==> src/rtl/mcmp_pkg.sv <==
package mcmp_pkg;
  typedef enum logic [1:0] {
    SEL_CMP  = 2'd0,
    SEL_MASK = 2'd1,
    SEL_CTRL = 2'd2,
    SEL_CNT  = 2'd3
  } reg_sel_e;

  localparam int unsigned CTRL_FLAG_BIT = 0;
  localparam int unsigned CTRL_CLR_BIT  = 1;
  localparam int unsigned CTRL_EN_BIT   = 3;
endpackage

==> src/rtl/mcmp_match.sv <==
module mcmp_match #(
  parameter int unsigned DW = 32
) (
  input  logic [DW-1:0] cnt_i,
  input  logic [DW-1:0] cmp_i,
  input  logic [DW-1:0] mask_i,
  output logic          match_o
);
  logic [DW-1:0] bit_ok;

  // a set mask bit forces its position true
  for (genvar i = 0; i < DW; i++) begin : g_bit
    assign bit_ok[i] = mask_i[i] | (cnt_i[i] ~^ cmp_i[i]);
  end

  assign match_o = &bit_ok;
endmodule

==> src/rtl/mcmp_counter.sv <==
module mcmp_counter #(
  parameter int unsigned DW = 32
) (
  input  logic          clk_i,
  input  logic          rst_ni,
  input  logic          wr_i,
  input  logic [DW-1:0] wdata_i,
  input  logic          match_i,
  input  logic          clr_on_match_i,
  input  logic          en_i,
  output logic [DW-1:0] cnt_o
);
  logic [DW-1:0] cnt_q;

  // priority: software load, clear-on-match, increment
  always_ff @(posedge clk_i or negedge rst_ni) begin
    if (!rst_ni)                         cnt_q <= '0;
    else if (wr_i)                       cnt_q <= wdata_i;
    else if (match_i && clr_on_match_i)  cnt_q <= '0;
    else if (en_i)                       cnt_q <= cnt_q + DW'(1);
  end

  assign cnt_o = cnt_q;


  cnt_wr_chk: assert property (@(posedge clk_i) disable iff (!rst_ni)
    wr_i |=> cnt_q == $past(wdata_i));


  cnt_inc_chk: assert property (@(posedge clk_i) disable iff (!rst_ni)
    (!wr_i && !(match_i && clr_on_match_i) && en_i) |=> cnt_q == $past(cnt_q) + DW'(1));


  cnt_hold_chk: assert property (@(posedge clk_i) disable iff (!rst_ni)
    (!wr_i && !(match_i && clr_on_match_i) && !en_i) |=> $stable(cnt_q));


  cnt_clr_chk: assert property (@(posedge clk_i) disable iff (!rst_ni)
    (!wr_i && match_i && clr_on_match_i) |=> cnt_q == '0);
endmodule

==> src/rtl/mcmp_ctrl.sv <==
module mcmp_ctrl (
  input  logic clk_i,
  input  logic rst_ni,
  input  logic wr_i,
  input  logic flag_clr_i,
  input  logic clr_on_match_d_i,
  input  logic en_d_i,
  input  logic match_i,
  output logic flag_o,
  output logic clr_on_match_o,
  output logic en_o
);
  logic flag_q, clr_q, en_q;

  // set beats software clear
  always_ff @(posedge clk_i or negedge rst_ni) begin
    if (!rst_ni)                  flag_q <= 1'b0;
    else if (match_i)             flag_q <= 1'b1;
    else if (wr_i && flag_clr_i)  flag_q <= 1'b0;
  end

  always_ff @(posedge clk_i or negedge rst_ni) begin
    if (!rst_ni) begin
      clr_q <= 1'b0;
      en_q  <= 1'b1;
    end else if (wr_i) begin
      clr_q <= clr_on_match_d_i;
      en_q  <= en_d_i;
    end
  end

  assign flag_o         = flag_q;
  assign clr_on_match_o = clr_q;
  assign en_o           = en_q;


  flag_set_chk: assert property (@(posedge clk_i) disable iff (!rst_ni)
    match_i |=> flag_q);


  flag_keep_chk: assert property (@(posedge clk_i) disable iff (!rst_ni)
    (flag_q && !(wr_i && flag_clr_i)) |=> flag_q);


  flag_w1c_chk: assert property (@(posedge clk_i) disable iff (!rst_ni)
    (!match_i && wr_i && flag_clr_i) |=> !flag_q);
endmodule

==> src/rtl/mcmp_timer.sv <==
module mcmp_timer
  import mcmp_pkg::*;
#(
  parameter int unsigned DW = 32
) (
  input  logic          clk_i,
  input  logic          rst_ni,
  input  logic [3:0]    addr_i,
  input  logic          we_i,
  input  logic [DW-1:0] wdata_i,
  output logic [DW-1:0] rdata_o,
  output logic          irq_o
);
  reg_sel_e      sel;
  logic          hit;
  logic          wr_cmp, wr_mask, wr_ctrl, wr_cnt;
  logic [DW-1:0] cmp_q, mask_q, cnt;
  logic [DW-1:0] ctrl_word;
  logic          match, flag, clr_on_match, en;

  assign sel     = reg_sel_e'(addr_i[3:2]);
  assign hit     = (addr_i[1:0] == 2'b00);
  assign wr_cmp  = we_i && hit && (sel == SEL_CMP);
  assign wr_mask = we_i && hit && (sel == SEL_MASK);
  assign wr_ctrl = we_i && hit && (sel == SEL_CTRL);
  assign wr_cnt  = we_i && hit && (sel == SEL_CNT);

  always_ff @(posedge clk_i or negedge rst_ni) begin
    if (!rst_ni) begin
      cmp_q  <= '1;
      mask_q <= '0;
    end else begin
      if (wr_cmp)  cmp_q  <= wdata_i;
      if (wr_mask) mask_q <= wdata_i;
    end
  end

  mcmp_match #(.DW(DW)) u_match (
    .cnt_i   (cnt),
    .cmp_i   (cmp_q),
    .mask_i  (mask_q),
    .match_o (match)
  );

  mcmp_ctrl u_ctrl (
    .clk_i            (clk_i),
    .rst_ni           (rst_ni),
    .wr_i             (wr_ctrl),
    .flag_clr_i       (wdata_i[CTRL_FLAG_BIT]),
    .clr_on_match_d_i (wdata_i[CTRL_CLR_BIT]),
    .en_d_i           (wdata_i[CTRL_EN_BIT]),
    .match_i          (match),
    .flag_o           (flag),
    .clr_on_match_o   (clr_on_match),
    .en_o             (en)
  );

  mcmp_counter #(.DW(DW)) u_cnt (
    .clk_i          (clk_i),
    .rst_ni         (rst_ni),
    .wr_i           (wr_cnt),
    .wdata_i        (wdata_i),
    .match_i        (match),
    .clr_on_match_i (clr_on_match),
    .en_i           (en),
    .cnt_o          (cnt)
  );

  always_comb begin
    ctrl_word                = '0;
    ctrl_word[CTRL_FLAG_BIT] = flag;
    ctrl_word[CTRL_CLR_BIT]  = clr_on_match;
    ctrl_word[CTRL_EN_BIT]   = en;
  end

  always_comb begin
    rdata_o = '0;
    if (hit) begin
      unique case (sel)
        SEL_CMP:  rdata_o = cmp_q;
        SEL_MASK: rdata_o = mask_q;
        SEL_CTRL: rdata_o = ctrl_word;
        SEL_CNT:  rdata_o = cnt;
        default:  rdata_o = '0;
      endcase
    end
  end

  assign irq_o = flag;


  ctrl_rsvd_chk: assert property (@(posedge clk_i) disable iff (!rst_ni)
    (hit && sel == SEL_CTRL) |-> (rdata_o & ~DW'(32'hB)) == '0);


  irq_lvl_chk: assert property (@(posedge clk_i) disable iff (!rst_ni)
    $rose(irq_o) |-> $past(match));
endmodule

==> config.mk <==
export PLATFORM = sky130hd
export DESIGN_NAME = mcmp_timer
export DESIGN_NICKNAME = d
export VERILOG_FILES = /design/src/rtl/mcmp_pkg.sv /design/src/rtl/mcmp_match.sv /design/src/rtl/mcmp_counter.sv /design/src/rtl/mcmp_ctrl.sv /design/src/rtl/mcmp_timer.sv
export SDC_FILE = /design/constraint.sdc
export NUM_CORES = 1
export LEC_CHECK = 0
export BUFFER_PORTS_ARGS = -buffer_cell sky130_fd_sc_hd__buf_2
export CORE_MARGIN = 3
export CORE_UTILIZATION = 59
export CTS_CLUSTER_DIAMETER = 120
export DETAILED_ROUTE_END_ITERATION = 10
export PLACE_DENSITY = 0.81
export SYNTH_ARGS = -nofsm -noshare
export SYNTH_HDL_FRONTEND = slang
export SYNTH_SLANG_ARGS = --single-unit
==> constraint.sdc <==
create_clock -name clk_i -period 2.2 [get_ports clk_i]
set_input_delay 0.22 -clock clk_i [delete_from_list [all_inputs] [get_ports clk_i]]
set_output_delay 0.22 -clock clk_i [all_outputs]
set_load 0.1 [all_outputs]
==> impl_metrics.toml, run 1 <==
[timing]
timing.fmax_mhz = 470
setup_viol = 0
min_period_ns = 2.13
layout_setup_ws_ns = 0.0733
relSlewSlack_pct = 46.7
grt_setup_unrepaired = "false"
finalSetupTns_ns = 0
clock_skew_ns = 0.00889
tightest_slew_ns = 0.797
hold_viol = 0
maxSlewViolCount = 0
holdWs_ns = 0.0934
fin_crit_sh_pct = 96.7

[grt]
overflow = 0
first_global_vias = 5359
antenna_found_initial = 0
grt_use_total_pct = 32.8
grt_pass1_wl_um = 29100
grt_start_max_net_pins = 48

[clocking]
clkLatencyLatePin_ns = 0.37
htreeDepth = 3
cts_made_buffers = 9
path_clk_slew_ns = 0.09
cts_setup_buffers = 0
cts_tree = "yes"
root_buffer = "clkbuf_8"
clk_path_buf_depth = 2
cts.sinks = 99

[routing]
drt-pass1-iter-count = 6
wl_per_cell_um = 21.6
drc_errors = 0
drtAntennaViolNets = 0
num_vias = 5296
vias_per_cell = 6.34
drt_iter0_drc = 450
finalWirelength_um = 18100

[synthesis]
yosys-top-cells-area = "dfrtp_1, dfstp_2, mux2_2"
yosys.area.top_type = "dfrtp_1"
synthArstFlopShare_pct = 100
syn_inst = 612
synth_fp_nets = 652
syn-cell-area_um2 = 5990
synth_edf_count = 0
synth_seq_area_share_pct = 42.1
synth_warnings = 0
postSynthAreaPerCell_um2 = 9.79
ys.flop_type = "dfrtp_1"
synth_top_area_share_pct = 27.6
ys_ff_latch = 99
synth_cell_types = 45

[worst_setup_path]
crit_required_ns = 2.48
cp.arrival_ns = 2.41
cp_top_family = "simple AND/OR/NAND/NOR gates"
cpMostUsedCell = "buf_4"
critPathSlowestCell = "dfrtp_1"
worst-setup-path-type = "flop to flop"
critPathMaxFanout = 6
cp-end-kind = "flop"
path_cells = "ha_1 > and2_1 > buf_4 > nand3_1 > buf_4 > nor3_1 > nand2_1 > xor2_1 > o21ai_0"
crit_buf_inv = 2
critical-path-max-stage-delay_ns = 0.48
crit_path_start_kind = "flop"

[floorplanning]
row_count = 36
core_um2 = 9820
start_util_pct = 61.0
die_h_um = 107
dieArea_um2 = 11400
ioPinCount = 72
die_w_um = 107

[power_and_ir_drop]
cellLeakagePower_nw = 3.27
power_density_nw_per_um2 = 795
ir_drop_uv = 421

[finish]
diodes = 0
area_growth_pct = 25.8
drive_above_1_share_pct = 41.2
fin_nets = 737
fill_cells = 677

[worst_hold_path]
hold_class = "input port to flop"

[placed_design]
port_buffers = 71
post-place-ws_ns = 0.0151
gp_congestion = 0.940
dpl.hpwl_um = 13000

[flow_run]
max_cap_violations = 0

[status]
outcome = "complete, no violations"
[cell type report]
class	count	area, um2	share of cell area, %
Clock inverter	3	42.5	0.565
Timing Repair Buffer	126	1250	16.6
Multi-Input combinational cell	457	3400	45.1
Inverter	4	15.0	0.199
Sequential cell	99	2520	33.5
Clock buffer	13	139	1.84
Tap cell	133	166	2.21
[logic make-up after synthesis]
logic type,after synthesis,share of synthesized area [%]
buffers and inverters,56,4.07
DFF,99,42.1
AOI/OAI and AO/OA,132,14.3
and+or+nand+nor,183,14.7
xor gates and xnor gates,42,6.14
adders and majority gates,1,0.209
muxes,99,18.5
[flip-flops by register name (all words and copies together) (netlist names)]
| register | count |
|---|---|
| cmp_q | 32 |
| mask_q | 32 |
| u_cnt.cnt_o | 32 |
| u_ctrl.clr_on_match_o | 1 |
| u_ctrl.en_o | 1 |
| u_ctrl.flag_o | 1 |
[cells in the final DEF, fill, tap and decap left out, types with 20 or more instances in the layout]
| cell | n |
|---|---|
| mux2_2 | 65 |
| dfrtp_1 | 62 |
| buf_4 | 52 |
| nand2_1 | 44 |
| nor2_1 | 41 |
| a21oi_1 | 41 |
| buf_2 | 40 |
| xnor2_1 | 36 |
| dfstp_2 | 33 |
| buf_12 | 32 |
| mux2i_1 | 31 |
| o21ai_0 | 30 |
| o211a_1 | 21 |
| nor2_2 | 20 |
[worst register-to-register path, delay by kind of cell, from the launching register on]
| family | cells | cell delay [ns] |
|---|---|---|
| AO/OA/AOI/OAI | 1 | 0.18 |
| XOR/XNOR | 1 | 0.16 |
| adder cells (fa/ha/maj) | 1 | 0.23 |
| buffers and inverters | 2 | 0.33 |
| flip-flops | 1 | 0.48 |
| AND/OR/NAND/NOR | 4 | 0.65 |
[layer usage]
layer	GRT usage [%]	share of wire, %
met1	43.9	41
met2	53.7	48
met3	6.32	7.8
met4	11.4	3.3
met5	0	0
[synth_stat cells, drive strengths merged (2+ instances only)]
library cell and count:
and4 4, o22ai 17, or4 3, mux2i 31, dfrtp 66, mux4 3
o21a 3, or2 3, o31ai 6, o32ai 2, dfstp 33, xor2 6
nand4 7, nor2 70, clkbuf 25, inv 4, nand2 44, nor4 11
a41oi 2, nand3 18, o21ai 30, and3 6, nor3 8, buf 27
o311ai 2, and2 7, o211a 21, a21o 3, mux2 65, a21oi 41
xnor2 36
[stage by stage]
stage          cells  utilization [%]  area, um2  total power [W]
3_3_place_gp     818             74.2       7290          0.00466
2_1_floorplan    612                -       6110          0.00400
4_1_cts          835             76.2       7480          0.00593
5_1_grt          835             76.7       7530          0.00625
6_report         835             76.7       7530          0.00599
3_5_place_dp     818             74.2       7290          0.00477
[path summary, 6_finish.rpt]
path                            slack [ns]  cells after the start           start              end
worst max-delay path                  0.07                      9  u_cnt.cnt_o[1]  u_cnt.cnt_o[16]
worst min-delay path                  0.09                      3     wdata_i[28]  u_cnt.cnt_o[28]
worst max register to register        0.07                      9  u_cnt.cnt_o[1]  u_cnt.cnt_o[16]
worst min register to register        0.54                      2   u_ctrl.flag_o    u_ctrl.flag_o
max in group asynchronous             1.04                      3          rst_ni         cmp_q[6]
min in group asynchronous             0.42                      2          rst_ni        mask_q[5]
[timing repair]
action | 4_1_cts | 5_1_grt
setup endpoints to repair | 22 | 33
gates resized for setup | 1 | 12
pin swaps | 0 | 2
endpoints found under the hold margin | 31 | 0
hold buffers | 1 | 0
[power breakdown]
group | switching (W) | internal [W] | total [W]
Sequential | 0.000408 | 0.00230 | 0.00271
Combinational | 0.00120 | 0.000934 | 0.00213
Clock | 0.000621 | 0.000527 | 0.00115
Total | 0.00223 | 0.00376 | 0.00599
(Power assumes the default switching activity.)
==> run 2: changes to the inputs <==
ABC_AREA = 1   (was not set)
CORE_UTILIZATION = 60   (was 59)
==> run 2 against run 1 <==
  * Routed wire length is 8.8% higher
  * Sequential power up 10%
  * First-iteration DRC count grew 71%
  * Synthesized cell count up 77%
  * Die area rose by 13%
  * Sequential share of layout area down 3.1 points
  * Area after synthesis grew 16%
  * Final cell count up 55%
  * Non-clock buffer count is 26 lower
  * Critical path depth increased by 4
  * Critical path type unchanged
  * Critical endpoint is now u_cnt.cnt_o[2]
  * Largest cell class unchanged
  * Largest power group is now combinational cells
  * Highest routed layer unchanged
==> impl_metrics.toml, run 2 <==
[status]
outcome = "complete, no violations"

[worst_hold_path]
hold_class = "input port to flop"

[finish]
fin_nets = 1189
diodes = 0
final_cell_mix = "nand2_1, inv_1, o21ai_0"
stdcell_area_um2 = 8300
fill_cells = 888
finalCoreUtilization_pct = 74.9
final_common_cell = "nand2_1"
area_growth_pct = 19.5
drive_above_1_share_pct = 18.4

[grt]
grt_pass1_wl_um = 33100
antenna_found_initial = 0
grt_start_max_net_pins = 100
overflow = 0
first_global_vias = 7039
grt_use_total_pct = 31.5

[floorplanning]
die_w_um = 114
core_um2 = 11100
die_h_um = 114
start_util_pct = 62.7
ioPinCount = 72
dieArea_um2 = 12900
row_count = 38

[synthesis]
ys.flop_type = "dfrtp_1"
synth_seq_area_share_pct = 36.3
synthArstFlopShare_pct = 100
ys_ff_latch = 99
yosys.area.top_type = "dfrtp_1"
synth_warnings = 0
synth.most_common_cell = "nand2_1"
synth_top_cells_by_count = "nand2_1, inv_1, o21ai_0"
synth_fp_nets = 1124
synth_edf_count = 0
synth_cell_types = 29
syn_inst = 1084
yosys-top-cells-area = "dfrtp_1, nand2_1, dfstp_2"
syn-cell-area_um2 = 6940
synth_top_area_share_pct = 23.8
postSynthAreaPerCell_um2 = 6.40

[routing]
drt_iter0_drc = 770
drtAntennaViolNets = 0
drc_errors = 0
wl_per_cell_um = 15.2
num_vias = 7257
vias_per_cell = 5.61
finalWirelength_um = 19700
drt-pass1-iter-count = 6

[flow_run]
max_cap_violations = 0

[timing]
clock_skew_ns = 0.00702
holdWs_ns = 0.113
relSlewSlack_pct = 59.1
timing.fmax_mhz = 481
fin_crit_sh_pct = 94.5
finalSetupTns_ns = 0
setup_viol = 0
tightest_slew_ns = 0.613
hold_viol = 0
maxSlewViolCount = 0
grt_setup_unrepaired = "true"
min_period_ns = 2.08

[power_and_ir_drop]
cellLeakagePower_nw = 4.34
finalPower_w = 0.00760
switchingPower_w = 0.00321
power_density_nw_per_um2 = 916
clkPwrFrac_pct = 20.8
p_int_w = 0.00439
combPwrFrac_pct = 40.0
ir_drop_uv = 559
pwr-share-seq_pct = 39.2
p_sw_share_pct = 42.3

[worst_setup_path]
critical-path-max-stage-delay_ns = 0.46
critPathSlowestCell = "dfrtp_1"
path_cells = "inv_2 > nand2_1 > nand3_1 > nand2_1 > nor2_1 > nand2_1 > nor2_2 > nand3_2 > buf_4 > nand3_1 > nand2_1 > nand2_1 > nand2_1"
cp-end-kind = "flop"
worst-setup-path-type = "flop to flop"
cp_top_family = "simple AND/OR/NAND/NOR gates"
cp.arrival_ns = 2.32
crit_buf_inv = 2
critPathMaxFanout = 15
crit_required_ns = 2.44
crit_path_start_kind = "flop"
cpMostUsedCell = "nand2_1"

[clocking]
cts_tree = "yes"
clkLatencyLatePin_ns = 0.35
root_buffer = "clkbuf_16"
cts_setup_buffers = 0
cts_made_buffers = 9
cts.sinks = 99
path_clk_slew_ns = 0.07
htreeDepth = 3
clk_path_buf_depth = 2

[placed_design]
dpl.hpwl_um = 13900
port_buffers = 71
gp_congestion = 0.991
place_area_um2 = 7990
[run 2: cell type report]
| cell class | count | area [um2] | share of cell area [%] |
|---|---|---|---|
| sequential | 99 | 2520 | 30.4 |
| tap | 140 | 175 | 2.11 |
| inverter | 195 | 732 | 8.82 |
| multi-input combinational | 744 | 3510 | 42.3 |
| clock inverter | 5 | 55.1 | 0.663 |
| timing repair buffer | 100 | 1080 | 13.0 |
| clock buffer | 11 | 233 | 2.80 |
[run 2: power groups by stage]
stage | sequential, W | clock, W | combinational, W
6_report | 0.00298 | 0.00158 | 0.00304
4_1_cts | 0.00295 | 0.00158 | 0.00301
3_3_place_gp | 0.00296 | 0 | 0.00291
3_5_place_dp | 0.00298 | 0 | 0.00297
5_1_grt | 0.00304 | 0.00167 | 0.00342
2_1_floorplan | 0.00285 | 0 | 0.00220
[run 2: worst register-to-register path, cell delays in order (launching register included)]
cell	delay, ns
dfrtp_1	0.46
inv_2	0.11
nand2_1	0.07
nand3_1	0.07
nand2_1	0.06
nor2_1	0.17
nand2_1	0.16
nor2_2	0.20
nand3_2	0.18
buf_4	0.25
nand3_1	0.09
nand2_1	0.06
nand2_1	0.05
nand2_1	0.04
[run 2: logic make-up after synthesis]
kind of cell / share of synthesized area, %
simple gates: 37.6
buf+inv: 13.9
compound gates: 10.9
flops: 36.3
xor+xnor: 1.14
fa+ha+maj: 0.180
[run 2: worst paths after layout]
| check | start | endpoint | slack [ns] | cells past startpoint |
|---|---|---|---|---|
| min | wdata_i[25] | cmp_q[25] | 0.11 | 3 |
| min reg2reg | mask_q[13] | mask_q[13] | 0.49 | 2 |
| max | u_cnt.cnt_o[6] | u_cnt.cnt_o[2] | 0.12 | 13 |
| min in group asynchronous | rst_ni | mask_q[6] | 0.47 | 3 |
| max reg2reg | u_cnt.cnt_o[6] | u_cnt.cnt_o[2] | 0.12 | 13 |
| max in group asynchronous | rst_ni | cmp_q[21] | 1.32 | 3 |
[run 2: timing repair]
item | CTS | global route
resized for setup | 0 | 4
hold buffers | 1 | 0
hold endpoints to repair | 66 | 0
endpoints found under the setup margin | 0 | 6
[run 2: through the flow]
| stage | setup WS [ns] | cells |
|---|---|---|
| finish | 0.122 | 1294 |
| global route | -0.0141 | 1294 |
| CTS | 0.158 | 1294 |
| detailed placement | 0.173 | 1277 |
| global placement | 0.224 | 1277 |
| floorplan | -0.0525 | 1084 |
[run 2: per-layer routing]
layer  track usage (%)  wire, um  vias up
li1                  -         -     3518
met2              47.5      8740      363
met1              44.2      8470     3308
met5                 0         0        -
met4              12.4       723        0
met3              7.21      1720       68
